`src/rtl/pwrup_pkg.sv`:
```
package pwrup_pkg;

    localparam int REG_W       = 32;
    localparam int RST_BASE    = 13;   // reset-release bit of core c is RST_BASE + c
    localparam int LON_LSB     = 20;   // logic power-on request pair
    localparam int LOK_LSB     = 16;   // logic power-good request pair
    localparam int LCLAMP_BIT  = 15;
    localparam int MPD_LSB     = 8;    // memory power-down field, 4 bits
    localparam int MCLAMP_BIT  = 2;
    localparam int MON_BIT     = 1;
    localparam int MOK_BIT     = 0;

    typedef enum logic [3:0] {
        ST_IDLE,
        ST_CHECK,
        ST_LON_SET,
        ST_LON_WAIT,
        ST_LOK_SET,
        ST_LOK_WAIT,
        ST_LCLAMP,
        ST_MPD_CLR,
        ST_MON_SET,
        ST_MON_WAIT,
        ST_MOK_SET,
        ST_MOK_WAIT,
        ST_MCLAMP,
        ST_RST_REL,
        ST_FIN
    } pstate_t;

    typedef enum logic [1:0] {
        RES_OK,
        RES_ALREADY,
        RES_TMO,
        RES_BADIDX
    } res_t;

endpackage

```
`src/rtl/pwrup_timer.sv`:
```
module pwrup_timer #(
    parameter int TO_W = 8
) (
    input  logic            clk,
    input  logic            rst_n,
    input  logic            run_i,
    input  logic [TO_W-1:0] lim_i,
    output logic            expired_o
);
    logic [TO_W-1:0] cnt_q;

    assign expired_o = run_i && (cnt_q == lim_i);

    always_ff @(posedge clk or negedge rst_n) begin
        if (!rst_n) begin
            cnt_q <= '0;
        end else if (!run_i) begin
            cnt_q <= '0;
        end else if (cnt_q != lim_i) begin
            cnt_q <= cnt_q + 1'b1;
        end
    end
endmodule

```
`src/rtl/pwrup_regs.sv`:
```
module pwrup_regs #(
    parameter int          NCORE     = 2,
    parameter int          IDX_W     = 2,
    parameter logic [31:0] PWR_INIT  = 32'h0000_8F04,
    parameter logic [31:0] CTRL_INIT = 32'h0000_0000
) (
    input  logic                clk,
    input  logic                rst_n,
    input  logic                pwr_wr_i,
    input  logic [IDX_W-1:0]    sel_i,
    input  logic [31:0]         set_i,
    input  logic [31:0]         clr_i,
    input  logic                ctrl_wr_i,
    input  logic [31:0]         ctrl_set_i,
    output logic [31:0]         ctrl_o,
    output logic [NCORE*32-1:0] pwr_o
);
    logic [31:0] ctrl_q;

    always_ff @(posedge clk or negedge rst_n) begin
        if (!rst_n) begin
            ctrl_q <= CTRL_INIT;
        end else if (ctrl_wr_i) begin
            ctrl_q <= ctrl_q | ctrl_set_i;
        end
    end
    assign ctrl_o = ctrl_q;

    for (genvar c = 0; c < NCORE; c++) begin : g_core
        logic [31:0] word_q;
        always_ff @(posedge clk or negedge rst_n) begin
            if (!rst_n) begin
                word_q <= PWR_INIT;
            end else if (pwr_wr_i && (sel_i == IDX_W'(c))) begin
                word_q <= (word_q | set_i) & ~clr_i;
            end
        end
        assign pwr_o[c*32 +: 32] = word_q;
    end
endmodule

```
`src/rtl/core_pwrup_seq.sv`:
```
module core_pwrup_seq
    import pwrup_pkg::*;
#(
    parameter int          NCORE     = 2,
    parameter int          IDX_W     = 2,
    parameter int          TO_W      = 8,
    parameter logic [31:0] PWR_INIT  = 32'h0000_8F04,
    parameter logic [31:0] CTRL_INIT = 32'h0000_0000
) (
    input  logic                clk,
    input  logic                rst_n,
    input  logic                start_i,
    input  logic [IDX_W-1:0]    core_idx_i,
    input  logic [TO_W-1:0]     tmo_lim_i,
    input  logic [2*NCORE-1:0]  lgc_on_st_i,
    input  logic [2*NCORE-1:0]  lgc_ok_st_i,
    input  logic [NCORE-1:0]    mem_on_st_i,
    input  logic [NCORE-1:0]    mem_ok_st_i,
    output logic                busy_o,
    output logic                done_o,
    output logic                already_on_o,
    output logic                tmo_err_o,
    output logic                idx_err_o,
    output logic [31:0]         ctrl_reg_o,
    output logic [NCORE*32-1:0] pwr_reg_o
);
    localparam logic [IDX_W:0] NCORE_L = (IDX_W+1)'(NCORE);

    pstate_t          state_q, state_d;
    res_t             res_q, res_d;
    logic [IDX_W-1:0] idx_q, idx_d;
    int               sel;

    logic        pwr_wr, ctrl_wr, in_wait, expired;
    logic [31:0] set_m, clr_m, ctrl_set;
    logic        cur_lon, cur_lok, cur_mon, cur_mok, cur_running;

    assign sel         = int'(idx_q);
    assign cur_lon     = (lgc_on_st_i[2*sel +: 2] == 2'b11);
    assign cur_lok     = (lgc_ok_st_i[2*sel +: 2] == 2'b11);
    assign cur_mon     = mem_on_st_i[sel];
    assign cur_mok     = mem_ok_st_i[sel];
    assign cur_running = ctrl_reg_o[RST_BASE + sel];

    pwrup_timer #(.TO_W(TO_W)) u_timer (
        .clk       (clk),
        .rst_n     (rst_n),
        .run_i     (in_wait),
        .lim_i     (tmo_lim_i),
        .expired_o (expired)
    );

    pwrup_regs #(
        .NCORE(NCORE), .IDX_W(IDX_W), .PWR_INIT(PWR_INIT), .CTRL_INIT(CTRL_INIT)
    ) u_regs (
        .clk        (clk),
        .rst_n      (rst_n),
        .pwr_wr_i   (pwr_wr),
        .sel_i      (idx_q),
        .set_i      (set_m),
        .clr_i      (clr_m),
        .ctrl_wr_i  (ctrl_wr),
        .ctrl_set_i (ctrl_set),
        .ctrl_o     (ctrl_reg_o),
        .pwr_o      (pwr_reg_o)
    );

    // state register
    always_ff @(posedge clk or negedge rst_n) begin
        if (!rst_n) begin
            state_q <= ST_IDLE;
            res_q   <= RES_OK;
            idx_q   <= '0;
        end else begin
            state_q <= state_d;
            res_q   <= res_d;
            idx_q   <= idx_d;
        end
    end

    // transitions
    always_comb begin
        state_d = state_q;
        res_d   = res_q;
        idx_d   = idx_q;
        unique case (state_q)
            ST_IDLE: begin
                if (start_i) begin
                    if ({1'b0, core_idx_i} >= NCORE_L) begin
                        state_d = ST_FIN;
                        res_d   = RES_BADIDX;
                    end else begin
                        state_d = ST_CHECK;
                        idx_d   = core_idx_i;
                        res_d   = RES_OK;
                    end
                end
            end
            ST_CHECK: begin
                if (cur_running) begin
                    state_d = ST_FIN;
                    res_d   = RES_ALREADY;
                end else begin
                    state_d = ST_LON_SET;
                end
            end
            ST_LON_SET:  state_d = ST_LON_WAIT;
            ST_LON_WAIT: begin
                if (cur_lon)      state_d = ST_LOK_SET;
                else if (expired) begin state_d = ST_FIN; res_d = RES_TMO; end
            end
            ST_LOK_SET:  state_d = ST_LOK_WAIT;
            ST_LOK_WAIT: begin
                if (cur_lok)      state_d = ST_LCLAMP;
                else if (expired) begin state_d = ST_FIN; res_d = RES_TMO; end
            end
            ST_LCLAMP:   state_d = ST_MPD_CLR;
            ST_MPD_CLR:  state_d = ST_MON_SET;
            ST_MON_SET:  state_d = ST_MON_WAIT;
            ST_MON_WAIT: begin
                if (cur_mon)      state_d = ST_MOK_SET;
                else if (expired) begin state_d = ST_FIN; res_d = RES_TMO; end
            end
            ST_MOK_SET:  state_d = ST_MOK_WAIT;
            ST_MOK_WAIT: begin
                if (cur_mok)      state_d = ST_MCLAMP;
                else if (expired) begin state_d = ST_FIN; res_d = RES_TMO; end
            end
            ST_MCLAMP:   state_d = ST_RST_REL;
            ST_RST_REL:  state_d = ST_FIN;
            ST_FIN:      state_d = ST_IDLE;
            default:     state_d = ST_IDLE;
        endcase
    end

    // outputs
    always_comb begin
        busy_o       = 1'b0;
        done_o       = 1'b0;
        already_on_o = 1'b0;
        tmo_err_o    = 1'b0;
        idx_err_o    = 1'b0;
        in_wait      = 1'b0;
        pwr_wr       = 1'b0;
        ctrl_wr      = 1'b0;
        set_m        = '0;
        clr_m        = '0;
        ctrl_set     = '0;
        unique case (state_q)
            ST_IDLE: ;
            ST_FIN: begin
                done_o       = 1'b1;
                already_on_o = (res_q == RES_ALREADY);
                tmo_err_o    = (res_q == RES_TMO);
                idx_err_o    = (res_q == RES_BADIDX);
            end
            ST_LON_SET: begin
                busy_o = 1'b1; pwr_wr = 1'b1; set_m = 32'h3 << LON_LSB;
            end
            ST_LOK_SET: begin
                busy_o = 1'b1; pwr_wr = 1'b1; set_m = 32'h3 << LOK_LSB;
            end
            ST_LCLAMP: begin
                busy_o = 1'b1; pwr_wr = 1'b1; clr_m = 32'h1 << LCLAMP_BIT;
            end
            ST_MPD_CLR: begin
                busy_o = 1'b1; pwr_wr = 1'b1; clr_m = 32'hF << MPD_LSB;
            end
            ST_MON_SET: begin
                busy_o = 1'b1; pwr_wr = 1'b1; set_m = 32'h1 << MON_BIT;
            end
            ST_MOK_SET: begin
                busy_o = 1'b1; pwr_wr = 1'b1; set_m = 32'h1 << MOK_BIT;
            end
            ST_MCLAMP: begin
                busy_o = 1'b1; pwr_wr = 1'b1; clr_m = 32'h1 << MCLAMP_BIT;
            end
            ST_RST_REL: begin
                busy_o = 1'b1; ctrl_wr = 1'b1; ctrl_set = 32'h1 << (RST_BASE + sel);
            end
            ST_LON_WAIT, ST_LOK_WAIT, ST_MON_WAIT, ST_MOK_WAIT: begin
                busy_o = 1'b1; in_wait = 1'b1;
            end
            default: busy_o = 1'b1;
        endcase
    end
endmodule

```
`config.mk`:
```
export PLATFORM = sky130hd
export DESIGN_NAME = core_pwrup_seq
export DESIGN_NICKNAME = d
export VERILOG_FILES = /design/src/rtl/pwrup_pkg.sv /design/src/rtl/pwrup_timer.sv /design/src/rtl/pwrup_regs.sv /design/src/rtl/core_pwrup_seq.sv
export SDC_FILE = /design/constraint.sdc
export NUM_CORES = 1
export LEC_CHECK = 0
export ABC_AREA = 1
export BUFFER_PORTS_ARGS = -buffer_cell sky130_fd_sc_hd__buf_2
export CORE_MARGIN = 1
export CORE_UTILIZATION = 40
export DETAILED_ROUTE_END_ITERATION = 10
export PLACE_DENSITY = 0.73
export SYNTH_ARGS = -nofsm -noshare
export SYNTH_HDL_FRONTEND = slang
export SYNTH_SLANG_ARGS = --single-unit
export TNS_END_PERCENT = 1
```
`constraint.sdc`:
```
create_clock -name clk -period 3.3 [get_ports clk]
set_input_delay 0.495 -clock clk [delete_from_list [all_inputs] [get_ports clk]]
set_output_delay 0.495 -clock clk [all_outputs]
set_load 0.005 [all_outputs]
```
==> impl_metrics.env, run 1 <==
export IMPL_layout_common_cells="95 x nand2_1, 85 x buf_2, 68 x inv_1, 60 x dfrtp_1, 40 x conb_1"
export IMPL_final_setup_skew_ps=6.280
export IMPL_slowest_stage="dfrtp_1"
export IMPL_leakagePower_uw=0.002420
export IMPL_cp_cell_sequence="inv_1 -> nand2_1 -> nor2_1 -> inv_1 -> nor3_1 -> buf_2"
export IMPL_worstMarginPinSlew_ps=850.6
export IMPL_final_util_pct=47.80
export IMPL_diodes=0
export IMPL_hold_viol=0
export IMPL_ios=126
export IMPL_syn_area_um2=3689
export IMPL_viasPerCell=4.517
export IMPL_hold_class="input port to async pin"
export IMPL_drt_initial_drc_count=223
export IMPL_grt_pass1_vias=2756
export IMPL_antenna_left=0
export IMPL_cp_arrival_ps=1750
export IMPL_maxCapViolCount=0
export IMPL_synth_warnings=0
export IMPL_max_stage_delay_ps=480
export IMPL_fin_cells=632
export IMPL_via_count=2855
export IMPL_nets=552
export IMPL_antenna_found_initial=0
export IMPL_drv_slew=0
export IMPL_route_detailed_drc=9
export IMPL_first_pass_iters=7
export IMPL_grt_max_degree=38
export IMPL_violations="DRC"
export IMPL_clkLatencyLatePin_ps=340
export IMPL_initial_core_util_pct=41.89
export IMPL_tns_ps=0
export IMPL_fmax_mhz=446.1
export IMPL_ys_ff_latch=72
export IMPL_ctsResizeCount=0
export IMPL_post_cts_buffers=0
export IMPL_syn_avg_cell_area_um2=8.308
export IMPL_grt_pass1_wl_mm=12.79
export IMPL_internal_power_uw=1845
export IMPL_cp_buffers_inverters=3
export IMPL_reg2reg_depth=10
export IMPL_die_width_um=98.03
export IMPL_cts_path_max_buffers=2
export IMPL_vdd_drop_max_uv=340.5
export IMPL_place_area_um2=4028
export IMPL_synth_cell_type_count=30
export IMPL_cts_sinks=72
export IMPL_final_common_cell="nand2_1"
export IMPL_p_per_area_nw_per_um2=741.2
export IMPL_synth_cells=444
export IMPL_cp_common_cell="inv_1"
export IMPL_grt_util_all_layers_pct=16.74
export IMPL_cts_buffers=9
export IMPL_switching_power_uw=1275
export IMPL_required_ps=2800
export IMPL_crit_family="simple AND/OR/NAND/NOR gates"
export IMPL_htreeDepth=3
export IMPL_fp_coreArea_um2=8806
export IMPL_period_share_pct=67.93
export IMPL_status="finished, violations left"
export IMPL_num_rows=34
export IMPL_reg2reg_slack_ps=1090
export IMPL_cts_root_buf="clkbuf_8"
export IMPL_r2r_end="res_q[1]$_DFFE_PN0P_"
export IMPL_period_minus_slack_ps=2242
export IMPL_io_buffer_count=85
export IMPL_dp_cells=616
export IMPL_relSlewSlack_pct=43.30
export IMPL_drt_wl_total_mm=7.525
export IMPL_hold_buffers=0
export IMPL_dieArea_um2=9609
export IMPL_power_frac_clock_pct=20.5
export IMPL_grt_overflow_total=0
export IMPL_crit_fanout=8
export IMPL_r2r_start="idx_q[0]$_DFFE_PN0P_"
export IMPL_path_clk_slew_ps=80
export IMPL_wl_per_cell_um=11.91
export IMPL_dp_hpwl_mm=5.741
export IMPL_yosysSeqAreaShare_pct=49.25
export IMPL_drive_gt1_share_pct=25.00
export IMPL_rsz0062_at_grt="no"
export IMPL_gp_congestion=0.8661
export IMPL_holdWs_ps=251.0
export IMPL_crit_path_end_kind="output pin"
export IMPL_fin_area_um2=4209
export IMPL_switching_share_pct=40.87
export IMPL_cts_tree="done"
export IMPL_final_setup_viol_count=0
export IMPL_crit_type="flip-flop to output pin"
export IMPL_crit_path_start_kind="flip-flop"
export IMPL_pwr_share_comb_pct=39.0
export IMPL_area_growth_pct=14.11
export IMPL_die_h_um=98.03
export IMPL_p_seq_share_pct=40.5
per-stage QoR:
step                      setup slack, ps  total power, µW
after floorplan                      1630             2111
after global placement               1250             2475
after detailed placement             1138             2496
after CTS                            1056             3154
after global routing                859.7             3396
final                                1058             3120
final cells by class:
cell class | count | area (µm²)
well taps | 108 | 135.1
clock buffers | 11 | 141.4
fillers | 868 | 4597
flip-flops and latches | 72 | 1817
clock inverters | 5 | 40.04
repair buffers | 86 | 445.4
inverters | 72 | 270.3
multi-input cells | 278 | 1360
power by group through the flow:
stage	Clock (µW)	Combinational (µW)	Sequential [µW]
6_report	639	1220	1260
5_1_grt	699	1400	1300
4_1_cts	662	1230	1260
3_5_place_dp	0	1220	1270
3_3_place_gp	0	1200	1270
2_1_floorplan	0	876	1230
how the worst max path moves through the flow:
stage                                start                    to  slack (ps)  cells past startpoint
global route          idx_q[0]$_DFFE_PN0P_  res_q[0]$_DFFE_PN0P_         860                     10
floorplan             idx_q[0]$_DFFE_PN0P_  res_q[1]$_DFFE_PN0P_        1630                     10
global placement      idx_q[0]$_DFFE_PN0P_  res_q[1]$_DFFE_PN0P_        1250                     10
CTS                 state_q[0]$_DFFE_PN0N_             tmo_err_o        1060                      6
finish              state_q[0]$_DFFE_PN0N_          already_on_o        1060                      6
detailed placement    idx_q[0]$_DFFE_PN0P_  res_q[1]$_DFFE_PN0P_        1140                     10
cell usage after synthesis:
library cell  number  share of area [%]
dfstp_2           12                8.5
buf_4             42                8.5
inv_1             68                6.9
a21boi_1           2               0.41
o22ai_1            1               0.17
o21bai_1          12                2.4
buf_2              1               0.14
ha_1               8                2.7
nand2_2            5               0.85
a21oi_1            6               0.81
xnor2_1            5                1.2
nor2_1            27                2.7
clkinv_1           1               0.10
a31o_2             1               0.24
nor3_1             6               0.81
nand3_4            1               0.47
nor4_1             1               0.17
nor2_2             6                1.0
and3_1             1               0.17
xor2_1             1               0.24
nand2_1           95                9.7
nand4_1            5               0.85
o211ai_2           1               0.34
inv_2              3               0.31
clkbuf_1          18                1.8
dfrtp_1           60                 41
o21ai_0           21                2.8
conb_1             1               0.10
nand3_1           32                4.3
nand2_4            1               0.31
logic make-up after synthesis:
group           after synthesis  share of synthesized area (%)
buf+inv                     133                          17.84
simple gates                180                          21.40
compound gates               44                          7.259
other cells                   1                         0.1017
fa+ha+maj                     8                          2.714
xor+xnor                      6                          1.425
flops                        72                          49.25
registers in the layout (all words and copies together), names as in the netlist:
name                  flops
u_regs.ctrl_o            32
u_regs.g_core.word_q     24
u_timer.cnt_q             8
state_q                   4
idx_q                     2
res_q                     2
per-layer routing:
| layer | share of wire, % | track usage (%) |
|---|---|---|
| met1 | 47 | 22.47 |
| met2 | 44 | 25.89 |
| met3 | 8.3 | 6.013 |
| met4 | 0.73 | 3.846 |
| met5 | 0 | 0 |
No activity file was read; power rests on OpenSTA's default activity.
==> run 2: changes to the inputs <==
Settings changed: ABC_AREA 1 to 0, PLACE_DENSITY 0.73 to 0.74.
Clock period 3.3 ns to 2.1 ns, I/O delays scaled along.
==> run 2 against run 1 <==
  * The flow now finishes without violations
  * Sequential share of layout area increased by 0.59 points
  * Area after synthesis decreased by 4.7%
  * Critical path depth unchanged
  * Sequential cell count unchanged
  * Critical endpoint is now res_q[1]$_DFFE_PN0P_
  * Largest power group unchanged
  * Highest routed layer unchanged
==> impl_metrics.env, run 2 <==
export IMPL_status="finished clean"
export IMPL_tns_ps=0
export IMPL_period_share_pct=95.19
export IMPL_gp_congestion=0.9555
export IMPL_ios=126
export IMPL_cts_root_buf="clkbuf_8"
export IMPL_p_seq_share_pct=40.3
export IMPL_yosys_area_top_type_share_pct=42.72
export IMPL_wl_per_cell_um=13.75
export IMPL_nets=456
export IMPL_first_pass_iters=4
export IMPL_rsz0062_at_grt="no"
export IMPL_reg2reg_depth=6
export IMPL_yosys_area_top_type="dfrtp_1"
export IMPL_synth_cell_type_count=50
export IMPL_pwr_share_comb_pct=30.8
export IMPL_cp_arrival_ps=2230
export IMPL_relSlewSlack_pct=50.38
export IMPL_worstMarginPinSlew_ps=744.3
export IMPL_drt_wl_total_mm=7.328
export IMPL_slowest_stage="dfrtp_2"
export IMPL_maxCapViolCount=0
export IMPL_final_util_pct=49.85
export IMPL_ys_ff_latch=72
export IMPL_grt_pass1_vias=2465
export IMPL_clkLatencyLatePin_ps=350
export IMPL_antenna_left=0
export IMPL_fin_area_um2=4158
export IMPL_internal_power_uw=2846
export IMPL_power_frac_clock_pct=28.9
export IMPL_drive_gt1_share_pct=34.35
export IMPL_via_count=2577
export IMPL_synth_warnings=0
export IMPL_drt_initial_drc_count=182
export IMPL_fmax_mhz=500.3
export IMPL_grt_util_all_layers_pct=17.39
export IMPL_synth_edff_count=0
export IMPL_die_h_um=95.74
export IMPL_place_ws_ps=80.54
export IMPL_yosysSeqAreaShare_pct=51.69
export IMPL_crit_path_end_kind="flip-flop"
export IMPL_cp_cell_sequence="inv_1 -> ha_4 -> o311a_1 -> a211o_1 -> nand4_1 -> mux2_1"
export IMPL_diodes=0
export IMPL_async_flop_share_pct=100.0
export IMPL_power_uw=4373
export IMPL_fp_coreArea_um2=8341
export IMPL_r2r_end="res_q[1]$_DFFE_PN0P_"
export IMPL_synth_cells=341
export IMPL_final_common_cell="buf_2"
export IMPL_final_setup_viol_count=0
export IMPL_crit_path_start_kind="flip-flop"
export IMPL_cts_path_max_buffers=2
export IMPL_hold_class="input port to async pin"
export IMPL_p_per_area_nw_per_um2=1052
export IMPL_grt_overflow_total=0
export IMPL_post_cts_buffers=0
export IMPL_period_minus_slack_ps=1999
export IMPL_switching_power_uw=1527
export IMPL_vdd_drop_max_uv=489.8
export IMPL_io_buffer_count=85
export IMPL_yosys_most_used_dff="dfrtp_1"
export IMPL_hold_buffers=0
export IMPL_grt_pass1_wl_mm=11.85
export IMPL_synth_most_common_cell="dfrtp_1"
export IMPL_dieArea_um2=9165
export IMPL_required_ps=2340
export IMPL_htreeDepth=3
export IMPL_leakagePower_uw=0.002233
export IMPL_max_stage_delay_ps=450
export IMPL_dp_hpwl_mm=5.474
export IMPL_hold_viol=0
export IMPL_final_setup_skew_ps=10.68
export IMPL_crit_start="idx_q[0]$_DFFE_PN0P_"
export IMPL_nFillCells=791
export IMPL_syn_avg_cell_area_um2=10.31
export IMPL_drv_slew=0
export IMPL_path_clk_slew_ps=80
export IMPL_switching_share_pct=34.92
export IMPL_num_rows=33
export IMPL_layout_common_cells="84 x buf_2, 58 x dfrtp_1, 40 x conb_1, 29 x nand2_1, 22 x nor2_1"
export IMPL_synthTopCellsByArea="dfrtp_1 43%, dfstp_2 9.0%, buf_4 8.5%"
export IMPL_area_growth_pct=18.30
export IMPL_initial_core_util_pct=42.14
export IMPL_place_area_um2=3911
export IMPL_crit_fanout=5
export IMPL_multiInputGateArea_um2=1400
export IMPL_critPathCapture="res_q[1]$_DFFE_PN0P_"
export IMPL_viasPerCell=4.835
export IMPL_synthTopCellsByCount="60 x dfrtp_1, 40 x buf_4, 29 x nand2_1"
export IMPL_antenna_found_initial=0
export IMPL_grt_max_degree=63
export IMPL_regArea_um2=1819
export IMPL_route_detailed_drc=0
export IMPL_cts_tree="done"
export IMPL_reg2reg_slack_ps=100
export IMPL_layout_setup_ws_ps=101.1
export IMPL_largest_reg_flops=32
export IMPL_cts_sinks=72
export IMPL_cts_buffers=9
export IMPL_ctsResizeCount=0
export IMPL_syn_area_um2=3515
export IMPL_die_width_um=95.74
export IMPL_crit_type="flip-flop to flip-flop"
export IMPL_r2r_start="idx_q[0]$_DFFE_PN0P_"
==> run 2: cell count changes after synthesis, sizes merged, moves of 10 or more <==
cell    delta
nor2      -11
nor2b     +10
xor2      +13
o21ai     -15
o21bai    -10
nand3     -25
inv       -64
nand2     -72
==> run 2: final cells by class <==
cell class                 count  area share (%)
sequential                    72           43.76
inverter                       7          0.6320
timing repair buffer         101           13.18
clock inverter                 7           2.618
clock buffer                   9           2.979
multi-input combinational    232           33.67
tap                          105           3.160
==> run 2: how the worst min path moves through the flow <==
stage / cells after the start / slack (ps) / startpoint / endpoint
after CTS: 1 / 50 / rst_n / u_regs.ctrl_o[1]$_DFFE_PN0P_
after global routing: 1 / 100 / rst_n / u_regs.g_core[1].word_q[16]$_DFFE_PN0P_
after global placement: 0 / 360 / u_regs.ctrl_o[25]$_DFFE_PN0P_ / u_regs.ctrl_o[25]$_DFFE_PN0P_
after detailed placement: 0 / 360 / u_regs.ctrl_o[10]$_DFFE_PN0P_ / u_regs.ctrl_o[10]$_DFFE_PN0P_
final: 1 / 40 / rst_n / u_regs.ctrl_o[28]$_DFFE_PN0P_
after floorplan: 0 / 20 / rst_n / idx_q[0]$_DFFE_PN0P_
==> run 2: critical path: cells and delay by family, from the launching register on <==
| family | cells | cell delay (ps) |
|---|---|---|
| AOI/OAI and AO/OA | 2 | 570 |
| adders and majority gates | 1 | 240 |
| buffers and inverters | 1 | 170 |
| DFF | 1 | 450 |
| muxes | 1 | 330 |
| and+or+nand+nor | 1 | 120 |
==> run 2: metrics by stage <==
| stage | hold WS [ps] | cells |
|---|---|---|
| floorplan | 19.41 | 380 |
| global placement | 359.8 | 517 |
| detailed placement | 360.4 | 517 |
| CTS | 53.18 | 533 |
| global route | 96.39 | 533 |
| finish | 36.54 | 533 |
==> run 2: layer usage <==
| metal | track usage [%] | wire length (µm) |
|---|---|---|
| met5 | 0 | 0 |
| met4 | 10.20 | 138 |
| met1 | 22.91 | 3162 |
| met2 | 26.25 | 3479 |
| met3 | 3.949 | 548 |
==> run 2: power groups by stage <==
stage	Sequential, µW	Combinational (µW)	Clock, µW
final	1760	1350	1260
after global routing	1790	1500	1370
after CTS	1760	1320	1300
after detailed placement	1780	1320	0
after global placement	1770	1290	0
after floorplan	1710	965	0
==> run 2: kinds of logic after synthesis <==
group	share of synthesized area [%]
other	0.1067
AND/OR/NAND/NOR	16.45
XOR/XNOR	3.738
flip-flops	51.69
multiplexers	2.990
buffers and inverters	12.99
AO/OA/AOI/OAI	9.185
adder cells (fa/ha/maj)	2.848
==> run 3: changes to the inputs <==
Settings changed: GPL_TIMING_DRIVEN set to 0.
==> run 3 against run 2 <==
  * Via count grew 7.8%
  * Critical path type unchanged
  * Maximum frequency shrank 4.1%
  * Setup slack lost 86 ps
  * Sequential cell count is the same
  * Cell count grew 11%
  * Clock-buffer cell count grew 2
  * Global-route usage grew 0.31 points
  * Critical path depth is the same
  * Critical endpoint is now res_q[0]$_DFFE_PN0P_
  * Clock skew grew 11 ps
  * Cell area grew 7.9%
  * Sequential power shrank 3%
  * First-iteration DRC count grew 13%
==> impl_metrics.env, run 3 (synthesis gave the netlist of run 2 again) <==
export IMPL_status="finished clean"
export IMPL_relSlewSlack_pct=41.43
export IMPL_clkLatencyLatePin_ps=350
export IMPL_initial_core_util_pct=42.14
export IMPL_fin_cells=590
export IMPL_antenna_found_initial=0
export IMPL_cts_buffers=9
export IMPL_fp_coreArea_um2=8341
export IMPL_grt_pass1_vias=2672
export IMPL_layout_common_cells="87 x buf_2, 57 x dfrtp_1, 47 x buf_4, 40 x conb_1, 29 x nand2_1"
export IMPL_cts_root_buf="clkbuf_8"
export IMPL_die_width_um=95.74
export IMPL_antenna_left=0
export IMPL_die_h_um=95.74
export IMPL_crit_path_end_kind="flip-flop"
export IMPL_cts_path_max_buffers=2
export IMPL_largest_reg_flops=32
export IMPL_fmax_mhz=479.7
export IMPL_hold_buffers=0
export IMPL_dp_hpwl_mm=5.676
export IMPL_drt_initial_drc_count=205
export IMPL_cts_tree="done"
export IMPL_worstMarginPinSlew_ps=878.5
export IMPL_final_setup_skew_ps=21.68
export IMPL_holdWs_ps=79.38
export IMPL_p_per_area_nw_per_um2=943.0
export IMPL_period_minus_slack_ps=2085
export IMPL_vdd_drop_max_uv=440.0
export IMPL_grt_pass1_wl_mm=12.30
export IMPL_grt_util_all_layers_pct=17.70
export IMPL_grt_overflow_total=0
export IMPL_wl_per_cell_um=13.07
export IMPL_dp_cells=570
export IMPL_hold_viol=0
export IMPL_dieArea_um2=9165
export IMPL_route_detailed_drc=0
export IMPL_grt_max_degree=73
export IMPL_cp_arrival_ps=2310
export IMPL_hold_class="input port to async pin"
export IMPL_ios=126
export IMPL_rsz0062_at_grt="yes"
export IMPL_final_common_cell="buf_2"
export IMPL_num_rows=33
export IMPL_cts_sinks=72
export IMPL_crit_path_start_kind="flip-flop"
export IMPL_via_count=2779
export IMPL_first_pass_iters=5
export IMPL_maxCapViolCount=0
export IMPL_drv_slew=0
export IMPL_htreeDepth=3
export IMPL_period_share_pct=99.27
export IMPL_final_setup_viol_count=0
export IMPL_diodes=0
export IMPL_gp_congestion=0.9864
export IMPL_drive_gt1_share_pct=39.59
export IMPL_required_ps=2320
export IMPL_path_clk_slew_ps=90
export IMPL_io_buffer_count=85
export IMPL_layout_setup_ws_ps=15.36
export IMPL_crit_fanout=6
export IMPL_area_growth_pct=27.70
export IMPL_viasPerCell=4.710
export IMPL_crit_type="flip-flop to flip-flop"
export IMPL_place_ws_ps=-184.3
export IMPL_drt_wl_total_mm=7.713
export IMPL_nets=513
export IMPL_leakagePower_uw=0.002434
-- run 3: cell types whose count changed in the layout (fill, tap and decap cells not counted), moves of 3 or more --
cell      delta
buf_4       +30
clkbuf_1    +21
buf_2        +3
buf_6        +3
-- run 3: where the power goes --
part / total (µW) / leakage, µW / switching, µW / internal (µW)
clock network: 971 / 0.0000853 / 512 / 459
logic: 1550 / 0.00144 / 872 / 682
registers: 1710 / 0.000904 / 137 / 1570
-- run 3: final timing paths --
check | from | to | slack [ps] | cells past startpoint
hold / removal | rst_n | u_regs.ctrl_o[28]$_DFFE_PN0P_ | 80 | 1
hold reg to reg | u_regs.g_core[0].word_q[15]$_DFFE_PN1P_ | u_regs.g_core[0].word_q[15]$_DFFE_PN1P_ | 460 | 1
min in group clk | core_idx_i[0] | idx_q[0]$_DFFE_PN0P_ | 190 | 2
max in group asynchronous | rst_n | idx_q[1]$_DFFE_PN0P_ | 1370 | 1
setup reg to reg | idx_q[0]$_DFFE_PN0P_ | res_q[0]$_DFFE_PN0P_ | 20 | 6
setup / recovery | idx_q[0]$_DFFE_PN0P_ | res_q[0]$_DFFE_PN0P_ | 20 | 6
-- run 3: what timing repair did --
| action | in CTS | in global routing |
|---|---|---|
| setup buffers | 1 | 4 |
| endpoints found under the hold margin | 0 | 0 |
| pin swaps | 1 | 2 |
| resized for setup | 7 | 14 |
| setup endpoints to repair | 6 | 5 |
-- run 3: critical path, stage by stage, from the launching register on --
cell and delay [ps]:
dfrtp_2 400, buf_6 130, mux2_2 340, o311a_1 350, a211o_1 230, nand4_1 180
mux2_4 320
-- run 3: stage by stage --
stage | cell area [µm²] | power, µW | TNS (ps) | util [%]
2_1_floorplan | 3662 | 2675 | 0 | -
6_report | 4488 | 4232 | 0 | 53.81
3_5_place_dp | 4222 | 3105 | -359.9 | 50.62
5_1_grt | 4488 | 4516 | -75.94 | 53.81
3_3_place_gp | 4219 | 3070 | -344.5 | 50.59
4_1_cts | 4419 | 4114 | 0 | 52.99
-- run 3: layout make-up --
type | count | area, µm²
buffer | 68 | 435.4
clock buffer | 11 | 141.4
clock inverter | 5 | 33.78
fill | 775 | 3852
inverter | 7 | 28.78
multi-input combinational | 232 | 1428
sequential | 72 | 1821
tap | 105 | 131.4
timing repair buffer | 90 | 469.2
-- run 3: layer usage --
layer / GRT usage (%) / vias up / routed length (µm)
li1: - / 1325 / -
met5: 0 / - / 0
met1: 22.38 / 1311 / 3301
met3: 4.502 / 16 / 617
met2: 28.69 / 127 / 3644
met4: 7.836 / 0 / 148
